`src/rtl/blkc_pkg.sv`:
```
package blkc_pkg;
    localparam int unsigned DW    = 32;
    localparam int unsigned BLK   = 128;
    localparam int unsigned WPB   = BLK / DW;
    localparam int unsigned FW    = $clog2(WPB);
    localparam int unsigned WB    = $clog2(DW / 8);
    localparam int unsigned BOFF  = $clog2(BLK / 8);
    localparam int unsigned RA_W  = 5;

    localparam logic [RA_W-1:0] RA_CTRL = 5'h00;
    localparam logic [RA_W-1:0] RA_STAT = 5'h02;
    localparam logic [RA_W-1:0] RA_SRC  = 5'h04;
    localparam logic [RA_W-1:0] RA_DST  = 5'h05;
    localparam logic [RA_W-1:0] RA_LEN  = 5'h06;
    localparam logic [RA_W-1:0] RA_KEY  = 5'h0C;
    localparam logic [RA_W-1:0] RA_IV   = 5'h10;

    localparam int unsigned PEND_BIT = 16;
    localparam int unsigned MASK_W   = 3;

    typedef enum logic [2:0] {
        S_IDLE, S_READ, S_SEND, S_WAIT, S_WRITE, S_FIN
    } seq_state_e;

    // matches control bits 5:1
    typedef struct packed {
        logic chain;
        logic hint_src;
        logic hint_dst;
        logic key_ld;
        logic enc;
    } ctrl_t;

    function automatic logic [BLK-1:0] core_input(input logic [BLK-1:0] blk,
                                                  input logic [BLK-1:0] cv,
                                                  input ctrl_t c);
        return (c.chain && c.enc) ? (blk ^ cv) : blk;
    endfunction

    function automatic logic [BLK-1:0] core_result(input logic [BLK-1:0] res,
                                                   input logic [BLK-1:0] cv,
                                                   input ctrl_t c);
        return (c.chain && !c.enc) ? (res ^ cv) : res;
    endfunction
endpackage

```
`src/rtl/blkc_chain.sv`:
```
module blkc_chain
    import blkc_pkg::*;
(
    input  ctrl_t          cfg,
    input  logic [BLK-1:0] cv,
    input  logic [BLK-1:0] blk_in,
    input  logic [BLK-1:0] core_out,
    output logic [BLK-1:0] core_in,
    output logic [BLK-1:0] result,
    output logic [BLK-1:0] cv_next
);
    always_comb begin
        core_in = core_input(blk_in, cv, cfg);
        result  = core_result(core_out, cv, cfg);
        cv_next = cfg.enc ? core_out : blk_in;
    end
endmodule

```
`src/rtl/blkc_regfile.sv`:
```
module blkc_regfile
    import blkc_pkg::*;
(
    input  logic            clk,
    input  logic            rst,
    input  logic            reg_we,
    input  logic [RA_W-1:0] reg_addr,
    input  logic [DW-1:0]   reg_wdata,
    output logic [DW-1:0]   reg_rdata,
    input  logic            busy,
    input  logic            done,
    input  logic            cv_we,
    input  logic [BLK-1:0]  cv_val,
    output logic            start,
    output ctrl_t           cfg,
    output logic [DW-1:0]   src,
    output logic [DW-1:0]   dst,
    output logic [DW-1:0]   len,
    output logic [BLK-1:0]  key_act,
    output logic [BLK-1:0]  iv,
    output logic            pend,
    output logic            irq
);
    logic [DW-1:0]     key_q [WPB];
    logic [DW-1:0]     iv_q  [WPB];
    logic [BLK-1:0]    key_vec;
    logic [MASK_W-1:0] mask_q;
    logic [FW-1:0]     idx;
    logic              wr_ctrl, in_key, in_iv;

    assign idx     = reg_addr[FW-1:0];
    assign wr_ctrl = reg_we && (reg_addr == RA_CTRL);
    assign in_key  = reg_we && (reg_addr[RA_W-1:FW] == RA_KEY[RA_W-1:FW]);
    assign in_iv   = reg_we && (reg_addr[RA_W-1:FW] == RA_IV[RA_W-1:FW]);
    assign start   = wr_ctrl && reg_wdata[0] && !busy;

    for (genvar w = 0; w < WPB; w++) begin : g_word
        always_ff @(posedge clk) begin
            if (rst)
                key_q[w] <= '0;
            else if (in_key && idx == FW'(w))
                key_q[w] <= reg_wdata;
        end
        always_ff @(posedge clk) begin
            if (rst)
                iv_q[w] <= '0;
            else if (cv_we)
                iv_q[w] <= cv_val[w*DW +: DW];
            else if (in_iv && idx == FW'(w) && !busy)
                iv_q[w] <= reg_wdata;
        end
        assign key_vec[w*DW +: DW] = key_q[w];
        assign iv[w*DW +: DW]      = iv_q[w];
    end

    always_ff @(posedge clk) begin
        if (rst) begin
            cfg     <= '0;
            src     <= '0;
            dst     <= '0;
            len     <= '0;
            key_act <= '0;
            mask_q  <= '0;
            pend    <= 1'b0;
        end else begin
            if (wr_ctrl && !busy)
                cfg <= ctrl_t'(reg_wdata[5:1]);
            if (start && reg_wdata[2])
                key_act <= key_vec;
            if (reg_we && reg_addr == RA_SRC) src <= reg_wdata;
            if (reg_we && reg_addr == RA_DST) dst <= reg_wdata;
            if (reg_we && reg_addr == RA_LEN) len <= reg_wdata;
            if (reg_we && reg_addr == RA_STAT)
                mask_q <= reg_wdata[MASK_W-1:0];
            if (done)
                pend <= 1'b1;
            else if (reg_we && reg_addr == RA_STAT && reg_wdata[PEND_BIT])
                pend <= 1'b0;
        end
    end

    assign irq = pend && mask_q[0];

    always_comb begin
        reg_rdata = '0;
        if (reg_addr == RA_CTRL)
            reg_rdata = {{(DW-6){1'b0}}, cfg, busy};
        else if (reg_addr == RA_STAT) begin
            reg_rdata[MASK_W-1:0] = mask_q;
            reg_rdata[PEND_BIT]   = pend;
        end
        else if (reg_addr == RA_SRC) reg_rdata = src;
        else if (reg_addr == RA_DST) reg_rdata = dst;
        else if (reg_addr == RA_LEN) reg_rdata = len;
        else if (reg_addr[RA_W-1:FW] == RA_KEY[RA_W-1:FW]) reg_rdata = key_q[idx];
        else if (reg_addr[RA_W-1:FW] == RA_IV[RA_W-1:FW])  reg_rdata = iv_q[idx];
    end
endmodule

```
`src/rtl/blkc_seq.sv`:
```
module blkc_seq
    import blkc_pkg::*;
(
    input  logic                 clk,
    input  logic                 rst,
    input  logic                 start,
    input  logic [DW-1:0]        src,
    input  logic [DW-1:0]        dst,
    input  logic [DW-1:0]        len,
    output logic                 busy,
    output logic                 done,
    output logic                 take,
    output logic [BLK-1:0]       blk,
    input  logic [BLK-1:0]       result,
    output logic                 mem_req,
    output logic                 mem_we,
    output logic [DW-1:0]        mem_addr,
    output logic [DW-1:0]        mem_wdata,
    input  logic [DW-1:0]        mem_rdata,
    input  logic                 mem_ack,
    output logic                 cph_in_valid,
    input  logic                 cph_in_ready,
    input  logic                 cph_out_valid,
    output logic                 cph_out_ready
);
    localparam int unsigned CW = DW - BOFF;

    seq_state_e                 state;
    logic [DW-1:0]              rd_a, wr_a;
    logic [CW-1:0]              left;
    logic [FW-1:0]              widx;
    logic [WPB-1:0][DW-1:0]     blk_q;
    logic                       last_word;

    assign last_word = (widx == FW'(WPB - 1));

    always_ff @(posedge clk) begin
        if (rst) begin
            state <= S_IDLE;
            rd_a  <= '0;
            wr_a  <= '0;
            left  <= '0;
            widx  <= '0;
            blk_q <= '0;
        end else begin
            unique case (state)
                S_IDLE: if (start) begin
                    rd_a  <= src;
                    wr_a  <= dst;
                    left  <= len[DW-1:BOFF];
                    widx  <= '0;
                    state <= (len[DW-1:BOFF] == '0) ? S_FIN : S_READ;
                end
                S_READ: if (mem_ack) begin
                    blk_q[widx] <= mem_rdata;
                    widx        <= widx + 1'b1;
                    if (last_word) state <= S_SEND;
                end
                S_SEND: if (cph_in_ready) state <= S_WAIT;
                S_WAIT: if (cph_out_valid) begin
                    blk_q <= result;
                    state <= S_WRITE;
                end
                S_WRITE: if (mem_ack) begin
                    widx <= widx + 1'b1;
                    if (last_word) begin
                        rd_a  <= rd_a + DW'(BLK / 8);
                        wr_a  <= wr_a + DW'(BLK / 8);
                        left  <= left - 1'b1;
                        state <= (left == CW'(1)) ? S_FIN : S_READ;
                    end
                end
                S_FIN: state <= S_IDLE;
                default: state <= S_IDLE;
            endcase
        end
    end

    always_comb begin
        busy          = (state != S_IDLE);
        done          = (state == S_FIN);
        mem_req       = (state == S_READ) || (state == S_WRITE);
        mem_we        = (state == S_WRITE);
        mem_addr      = ((state == S_WRITE) ? wr_a : rd_a) + DW'({widx, WB'(0)});
        mem_wdata     = blk_q[widx];
        cph_in_valid  = (state == S_SEND);
        cph_out_ready = (state == S_WAIT);
        take          = (state == S_WAIT) && cph_out_valid;
        blk           = blk_q;
    end
endmodule

```
`src/rtl/blkc_top.sv`:
```
module blkc_top
    import blkc_pkg::*;
(
    input  logic            clk,
    input  logic            rst,
    input  logic            reg_we,
    input  logic [4:0]      reg_addr,
    input  logic [31:0]     reg_wdata,
    output logic [31:0]     reg_rdata,
    output logic            mem_req,
    output logic            mem_we,
    output logic [31:0]     mem_addr,
    output logic [31:0]     mem_wdata,
    input  logic [31:0]     mem_rdata,
    input  logic            mem_ack,
    output logic            cph_in_valid,
    input  logic            cph_in_ready,
    output logic [127:0]    cph_in_data,
    output logic [127:0]    cph_key,
    output logic            cph_encrypt,
    input  logic            cph_out_valid,
    output logic            cph_out_ready,
    input  logic [127:0]    cph_out_data,
    output logic            irq
);
    ctrl_t          cfg;
    logic           start, seq_busy, seq_done, take, pend_a, cv_we;
    logic [DW-1:0]  src, dst, len;
    logic [BLK-1:0] iv, blk, result, cv_next;

    assign cv_we       = take && cfg.chain;
    assign cph_encrypt = cfg.enc;

    blkc_regfile u_regs (
        .clk(clk), .rst(rst), .reg_we(reg_we), .reg_addr(reg_addr),
        .reg_wdata(reg_wdata), .reg_rdata(reg_rdata),
        .busy(seq_busy), .done(seq_done), .cv_we(cv_we), .cv_val(cv_next),
        .start(start), .cfg(cfg), .src(src), .dst(dst), .len(len),
        .key_act(cph_key), .iv(iv), .pend(pend_a), .irq(irq)
    );

    blkc_seq u_seq (
        .clk(clk), .rst(rst), .start(start), .src(src), .dst(dst), .len(len),
        .busy(seq_busy), .done(seq_done), .take(take), .blk(blk), .result(result),
        .mem_req(mem_req), .mem_we(mem_we), .mem_addr(mem_addr),
        .mem_wdata(mem_wdata), .mem_rdata(mem_rdata), .mem_ack(mem_ack),
        .cph_in_valid(cph_in_valid), .cph_in_ready(cph_in_ready),
        .cph_out_valid(cph_out_valid), .cph_out_ready(cph_out_ready)
    );

    blkc_chain u_chain (
        .cfg(cfg), .cv(iv), .blk_in(blk), .core_out(cph_out_data),
        .core_in(cph_in_data), .result(result), .cv_next(cv_next)
    );
endmodule

```
`config.mk`:
```
export PLATFORM = sky130hd
export DESIGN_NAME = blkc_top
export DESIGN_NICKNAME = d
export VERILOG_FILES = /design/src/rtl/blkc_pkg.sv /design/src/rtl/blkc_chain.sv /design/src/rtl/blkc_regfile.sv /design/src/rtl/blkc_seq.sv /design/src/rtl/blkc_top.sv
export SDC_FILE = /design/constraint.sdc
export NUM_CORES = 2
export LEC_CHECK = 0
export BUFFER_PORTS_ARGS = -buffer_cell sky130_fd_sc_hd__buf_4
export CAP_MARGIN = 20
export CELL_PAD_IN_SITES_DETAIL_PLACEMENT = 1
export CELL_PAD_IN_SITES_GLOBAL_PLACEMENT = 1
export CORE_MARGIN = 10
export CORE_UTILIZATION = 39
export DETAILED_ROUTE_END_ITERATION = 7
export PLACE_DENSITY = 0.83
export SETUP_SLACK_MARGIN = 0.05
export SLEW_MARGIN = 5
export SYNTH_ARGS = -nofsm -noshare
export SYNTH_HDL_FRONTEND = slang
export SYNTH_SLANG_ARGS = --single-unit
```
`constraint.sdc`:
```
create_clock -name clk -period 4.59 [get_ports clk]
set_input_delay 0.6885 -clock clk [delete_from_list [all_inputs] [get_ports clk]]
set_output_delay 0.6885 -clock clk [all_outputs]
set_load 0.01 [all_outputs]
```
; ---- Word level (Yosys, flattened, before mapping)
; Memory sizes are Yosys's and may differ from the RTL's. A register that Yosys moved wholly into a read port is not among the register bits.
; Index checks and enable logic that the tools add are counted.
[classes]
n_mux = 94
addsub = 5
eq_ne = 24
n_lt_le_gt_ge = 2
bitwise_logic = 14
n_reduce_logical = 47
[ops]
columns = operator, count
row1 = $mux 32, 27
row2 = $mux 128, 5
row3 = $pmux 128 s2, 1
row4 = $xor 128x128->128, 2
row5 = $bwmux 128, 1
row6 = $pmux 32 s2, 2
row7 = $mux 28, 3
row8 = $add 32x5->32 const B, 2
row9 = $bmux 32 s2, 1
row10 = $demux 32 s2, 1
row11 = $pmux 28 s2, 1
row12 = $mux 1, 36
row13 = $add 32x4->32, 1
row14 = $logic_and 1x1->1, 30
row15 = $mux 3, 10
row16 = $eq 28x1->1 const B, 1
row17 = $logic_not 28->1, 1
row18 = $sub 28x1->28 const B, 1
row19 = $eq 5x3->1 const B, 3
row20 = $mux 15, 1
row21 = $pmux 3 s5, 1
row22 = $mux 13, 1
row23 = $or 1x1->1, 12
row24 = $ne 2x1->1 const B, 5
row25 = other kinds (23), 37
[totals]
elab_cells = 207
ramBits = 256
n_memories = 2
in_bits = 203
ff_bits = 330
out_inout_bits = 358
[memory_table]
columns = name, depth, width, read_ports, rd_ports_with_merged_regs, wr, line
row1 = u_regs.iv_q, 4, 32, 5, 0, 4, blkc_regfile.sv:25  ; logic [DW-1:0] iv_q [WPB];
row2 = u_regs.key_q, 4, 32, 5, 4, 4, blkc_regfile.sv:24  ; logic [DW-1:0] key_q [WPB];

; ---- Longest topological paths before layout
[depth]
depth_word = 9
mapped_depth = 17
ltp_nobuf = 11

; ---- Cells and area by module
; From an unflattened synthesis, not the netlist that was laid out.
[unflattened]
cells_unflattened = 4547
area_unflattened_um2 = 41106.9
[by_module_without_submodules]
columns = module, area_each_um2, n_inst, seq_area_each_um2, cells_each
row1 = blkc_regfile, 21620.7, 1, 12351.8, 2028
row2 = blkc_seq, 13571.8, 1, 4504.3, 1808
row3 = blkc_chain, 5908.2, 1, 0.0, 710
row4 = blkc_top, 6.3, 1, 0.0, 1

; ---- Worst setup path after synthesis
; No wires, ideal clock.
[synth_path]
path_kind = input -> register
from = in reg_addr[0]
to = mem u_regs.iv_q[3][0] (enable)
setup_ns = 0.466
setup_slack_ns = -0.125
required_ns = 4.124
cell_stages = 6
n_path_buf = 4
t_arrival_ns = 4.249
path_cell_list = clkbuf_1 > buf_2 > buf_2 > nand2_1 > clkbuf_1 > o21ai_0
[synth_lines]
columns = element, line
row1 = from (decl), blkc_top.sv:7  ; input logic [4:0] reg_addr,
row2 = to (decl), blkc_regfile.sv:25

; ---- Worst setup path in the final report
[layout_path]
from = reg u_seq.state[0]
to = out mem_addr[24]
[layout_between]
elab_chain_cells = 3
[layout_lines]
columns = element, line
row1 = from (decl), blkc_seq.sv:28  ; seq_state_e state;
row2 = from (signal assigned), blkc_seq.sv:52  ; state <= (len[DW-1:BOFF] == '0) ? S_FIN : S_READ;
row3 = from (signal assigned), blkc_seq.sv:70  ; state <= (left == CW'(1)) ? S_FIN : S_READ;
row4 = $eq 3x3->1, blkc_seq.sv:84  ; mem_addr = ((state == S_WRITE) ? wr_a : rd_a) + DW'({widx, WB'(0)});
row5 = $mux 32, blkc_seq.sv:84
row6 = $add 32x4->32, blkc_seq.sv:84
row7 = to (decl), blkc_top.sv:12  ; output logic [31:0] mem_addr,
; No other way between the ends.

==> impl_metrics.tcl <==
set metrics [dict create \
    synth_seq_area_share 0.4370 \
    post-route-drc-count 0 \
    grt_pass1_wl_mm 271.0 \
    place_hpwl_mm 132.0 \
    arithmetic_cell_share_of_the_synthesized_area_counting_full_adders_half_adders_and_majority_gates 0.003763 \
    use_met3 0.09234 \
    post_synth.cell_area_avg_um2 8.515 \
    synth_cells 4530 \
    critical_path.reg2reg.startpoint "u_regs.cfg[0]" \
    synth.yosys.warnings 0 \
    cell_types_occupying_the_most_area_after_synthesis "dfxtp_1, edfxtp_1, nand2_1" \
    grt_use_met1 0.3940 \
    top_level_ports 561 \
    report.final.hold_viol_count 0 \
    worst-path-max-fanout 141 \
    starting_density 0.3925 \
    cap_viol_max_count 0 \
    grt_antenna_before_repair 30 \
    status "finished clean" \
    critical_path_buf_inv_count 2 \
    synth_top_cell_by_area "dfxtp_1" \
    synth_xor_xnor_area_share 0.06607 \
    finalMaxSlewViolations 0 \
    tritoncts_clock_tree "done" \
    critPathArrivalTime_ns 3.67 \
    cts_resized 1 \
    cts.clk_slew.worst_paths_ns 0.07 \
    p_leak_nw 15.44 \
    grt_most_used_layer "met2" \
    worst_pin_slew_ns 1.179 \
    critical-path-top-delay-family "simple AND/OR/NAND/NOR gates" \
    multi_input_comb_area_um2 20210 \
    count_of_tritonroute_iterations_in_the_first_routing_pass 6 \
    yosys.area_share.simple 0.2104 \
    drt-wirelength-per-cell_um 30.10 \
    min-delay-start "mem_rdata[7]" \
    vdd_drop_max_uv 297.0 \
    postCtsSetupRepairBufs 0 \
    final_wirelength_mm 187.7 \
    grt_setup_unrepaired "true" \
    hold_path_class "input port to flip-flop" \
    synthFlopType "dfxtp_1" \
    path_cells "or3b_4, buf_16, nor3_1, a32oi_1, nor3b_1, xnor2_1, mux2i_1, buf_4" \
    yosys.area.top_type_share 0.2377 \
    relative_max_transition_margin 0.2141 \
    floorplan.die.height_um 334.5 \
    combinational_family_with_the_most_area_after_synthesis "simple AND/OR/NAND/NOR gates" \
    crit_slowest_cell "or3b_4" \
    grt_util_met2 0.4996 \
    source_to_sink_clock_delay_at_the_later_pin_of_the_worst_skew_pair_ns 0.69 \
    critical_path_required_time_ns 3.90 \
    via_count_of_the_first_global_routing_pass 39330 \
    async_flop_share 0 \
    tns_ns 0 \
    postSynthNetCount 4744 \
    layoutNonFillerInstCount 6235 \
    tritoncts.num_buffers 83 \
    routed_via_density 6.263 \
    clock_sink_count 714 \
    synth_commonest_cells "nand2_1, dfxtp_1, a21oi_1, clkbuf_1, xnor2_1" \
    num_vias 39050 \
    leading_cell_type_by_number_of_instances_after_synthesis "nand2_1" \
    rows 115 \
    quantity_of_hold_fixing_buffers_added_after_cts 0 \
    buffer_ports.inserted 560 \
    globalRouteTotalUtil 0.3209 \
    maxClockFrequency_ghz 0.2293 \
    netlist-cell-type-count 70 \
    grt_start_max_net_pins 166 \
    layout-drive-gt1-share 0.1897 \
    post-route-min-period_ns 4.361 \
    critPathLaunch "u_seq.state[0]" \
    area_delta_synth_final_pct 21.29 \
    final-setup-viol-count 0 \
    critical_path.max_stage_delay_ns 0.57 \
    start_kind "flip-flop" \
    final_antenna_net_count 0 \
    clock-root-buffer "clkbuf_16" \
    path_class "flip-flop to primary output" \
    routabilityCongestion 1.031 \
    die-width_um 334.5 \
    critical_path.endpoint_type "primary output" \
    synth_compound_area_frac 0.1507 \
    layout.area.seq_um2 16870 \
    cts-htree-levels 3 \
    hold_ws_ns 0.3207 \
    dieArea_um2 111900 \
    drtIter0Drc 4699 \
    clock_path_buffers 3 \
    timing.final.crit_share 0.9501 \
    synth-seq-cells 714 \
    fin_nets 5077 \
    place.detailed.instances 6063 \
    syn-cell-area_um2 38570 \
    number_of_enable_flip_flop_cells_after_synthesis 256 \
    grt_overflow_total 0 \
    yosys-mux-area-fraction 0.08845 \
    layout.filler_cells 11440 \
    clock_skew_ns 0.04297 \
    core-area_um2 98280 \
    pwr_density_cell_nw_per_um2 349.4 \
]
-- cell families (layout without fill, tap and decap cells) --
logic type	Yosys count	count (layout)
buffers and inverters	440	844
flip-flops	714	714
multiplexers	242	242
adder cells (fa/ha/maj)	11	11
AND/OR/NAND/NOR	1879	1879
other	0	14
XOR/XNOR	291	291
AO/OA/AOI/OAI	953	953
-- worst paths after layout --
path	to	slack [ns]	cells past startpoint
worst min-delay path	u_seq.blk[71]	0.32	3
worst max-delay path	mem_addr[24]	0.23	8
worst min register to register	cph_key[109]	0.45	2
worst max register to register	u_regs.iv_q[2][26]	1.04	4
-- cell type report --
class / count / area share
inverters: 17 / 0.001444
flip-flops and latches: 714 / 0.3605
repair buffers: 671 / 0.1109
clock buffers: 127 / 0.05327
well taps: 1287 / 0.03442
clock inverters: 29 / 0.006846
multi-input cells: 3376 / 0.4319
diodes: 14 / 0.0007488
-- state kept, by name (all words and copies together), names as in the netlist, 3 cells and up --
name and count:
cph_key 128, u_regs.cfg 5, u_regs.dst 32, u_regs.iv_q 128, u_regs.key_q 128, u_regs.len 32
u_regs.mask_q 3, u_regs.src 32, u_seq.blk 128, u_seq.left 28, u_seq.rd_a 32, u_seq.state 3
u_seq.wr_a 32
-- cells in the final DEF, fill, tap and decap left out, drive strengths merged, types with 14 or more instances in the layout --
master / count
inv: 21
o22ai: 49
a21oi: 384
edfxtp: 256
and2: 136
clkbuf: 127
buf: 671
nor4: 27
nor2: 258
a221oi: 31
and3: 16
o21ai: 220
xnor2: 278
dfxtp: 458
clkinv: 20
nand3: 187
a22oi: 24
mux2i: 162
nand2: 1113
mux4: 79
diode: 14
a211oi: 19
a311oi: 131
a31oi: 23
nor3: 60
nand4: 22
-- power by group --
group | switching (mW) | internal (mW)
logic | 1.62 | 0.870
clock network | 2.99 | 3.86
registers | 0.250 | 6.75
total | 4.87 | 11.5
-- routing by layer --
metal,wire length (um),share of wire,up-vias
met5,161,0.00086,-
met4,11490,0.061,22
met1,70690,0.38,19390
met3,21520,0.11,584
met2,83830,0.45,2475
li1,-,-,16580
-- worst reg2reg max path, stage by stage, from the launching register on --
cell     delay, ns
dfxtp_4       0.82
buf_4         0.91
buf_4         0.99
mux2i_1       0.40
o21ai_0       0.13
-- stage by stage --
step | worst slack, ns | instance area [um2] | utilization | power (mW)
after detailed placement | 0.7429 | 43890 | 0.4466 | 9.522
final | 0.2291 | 46790 | 0.4761 | 16.35
after floorplan | 0.1941 | 38570 | - | 8.310
after CTS | 0.2183 | 46710 | 0.4753 | 16.30
after global routing | 0.02038 | 46780 | 0.4760 | 16.76
after global placement | 0.8003 | 43890 | 0.4466 | 9.469
No activity file was read; power rests on OpenSTA's default activity.
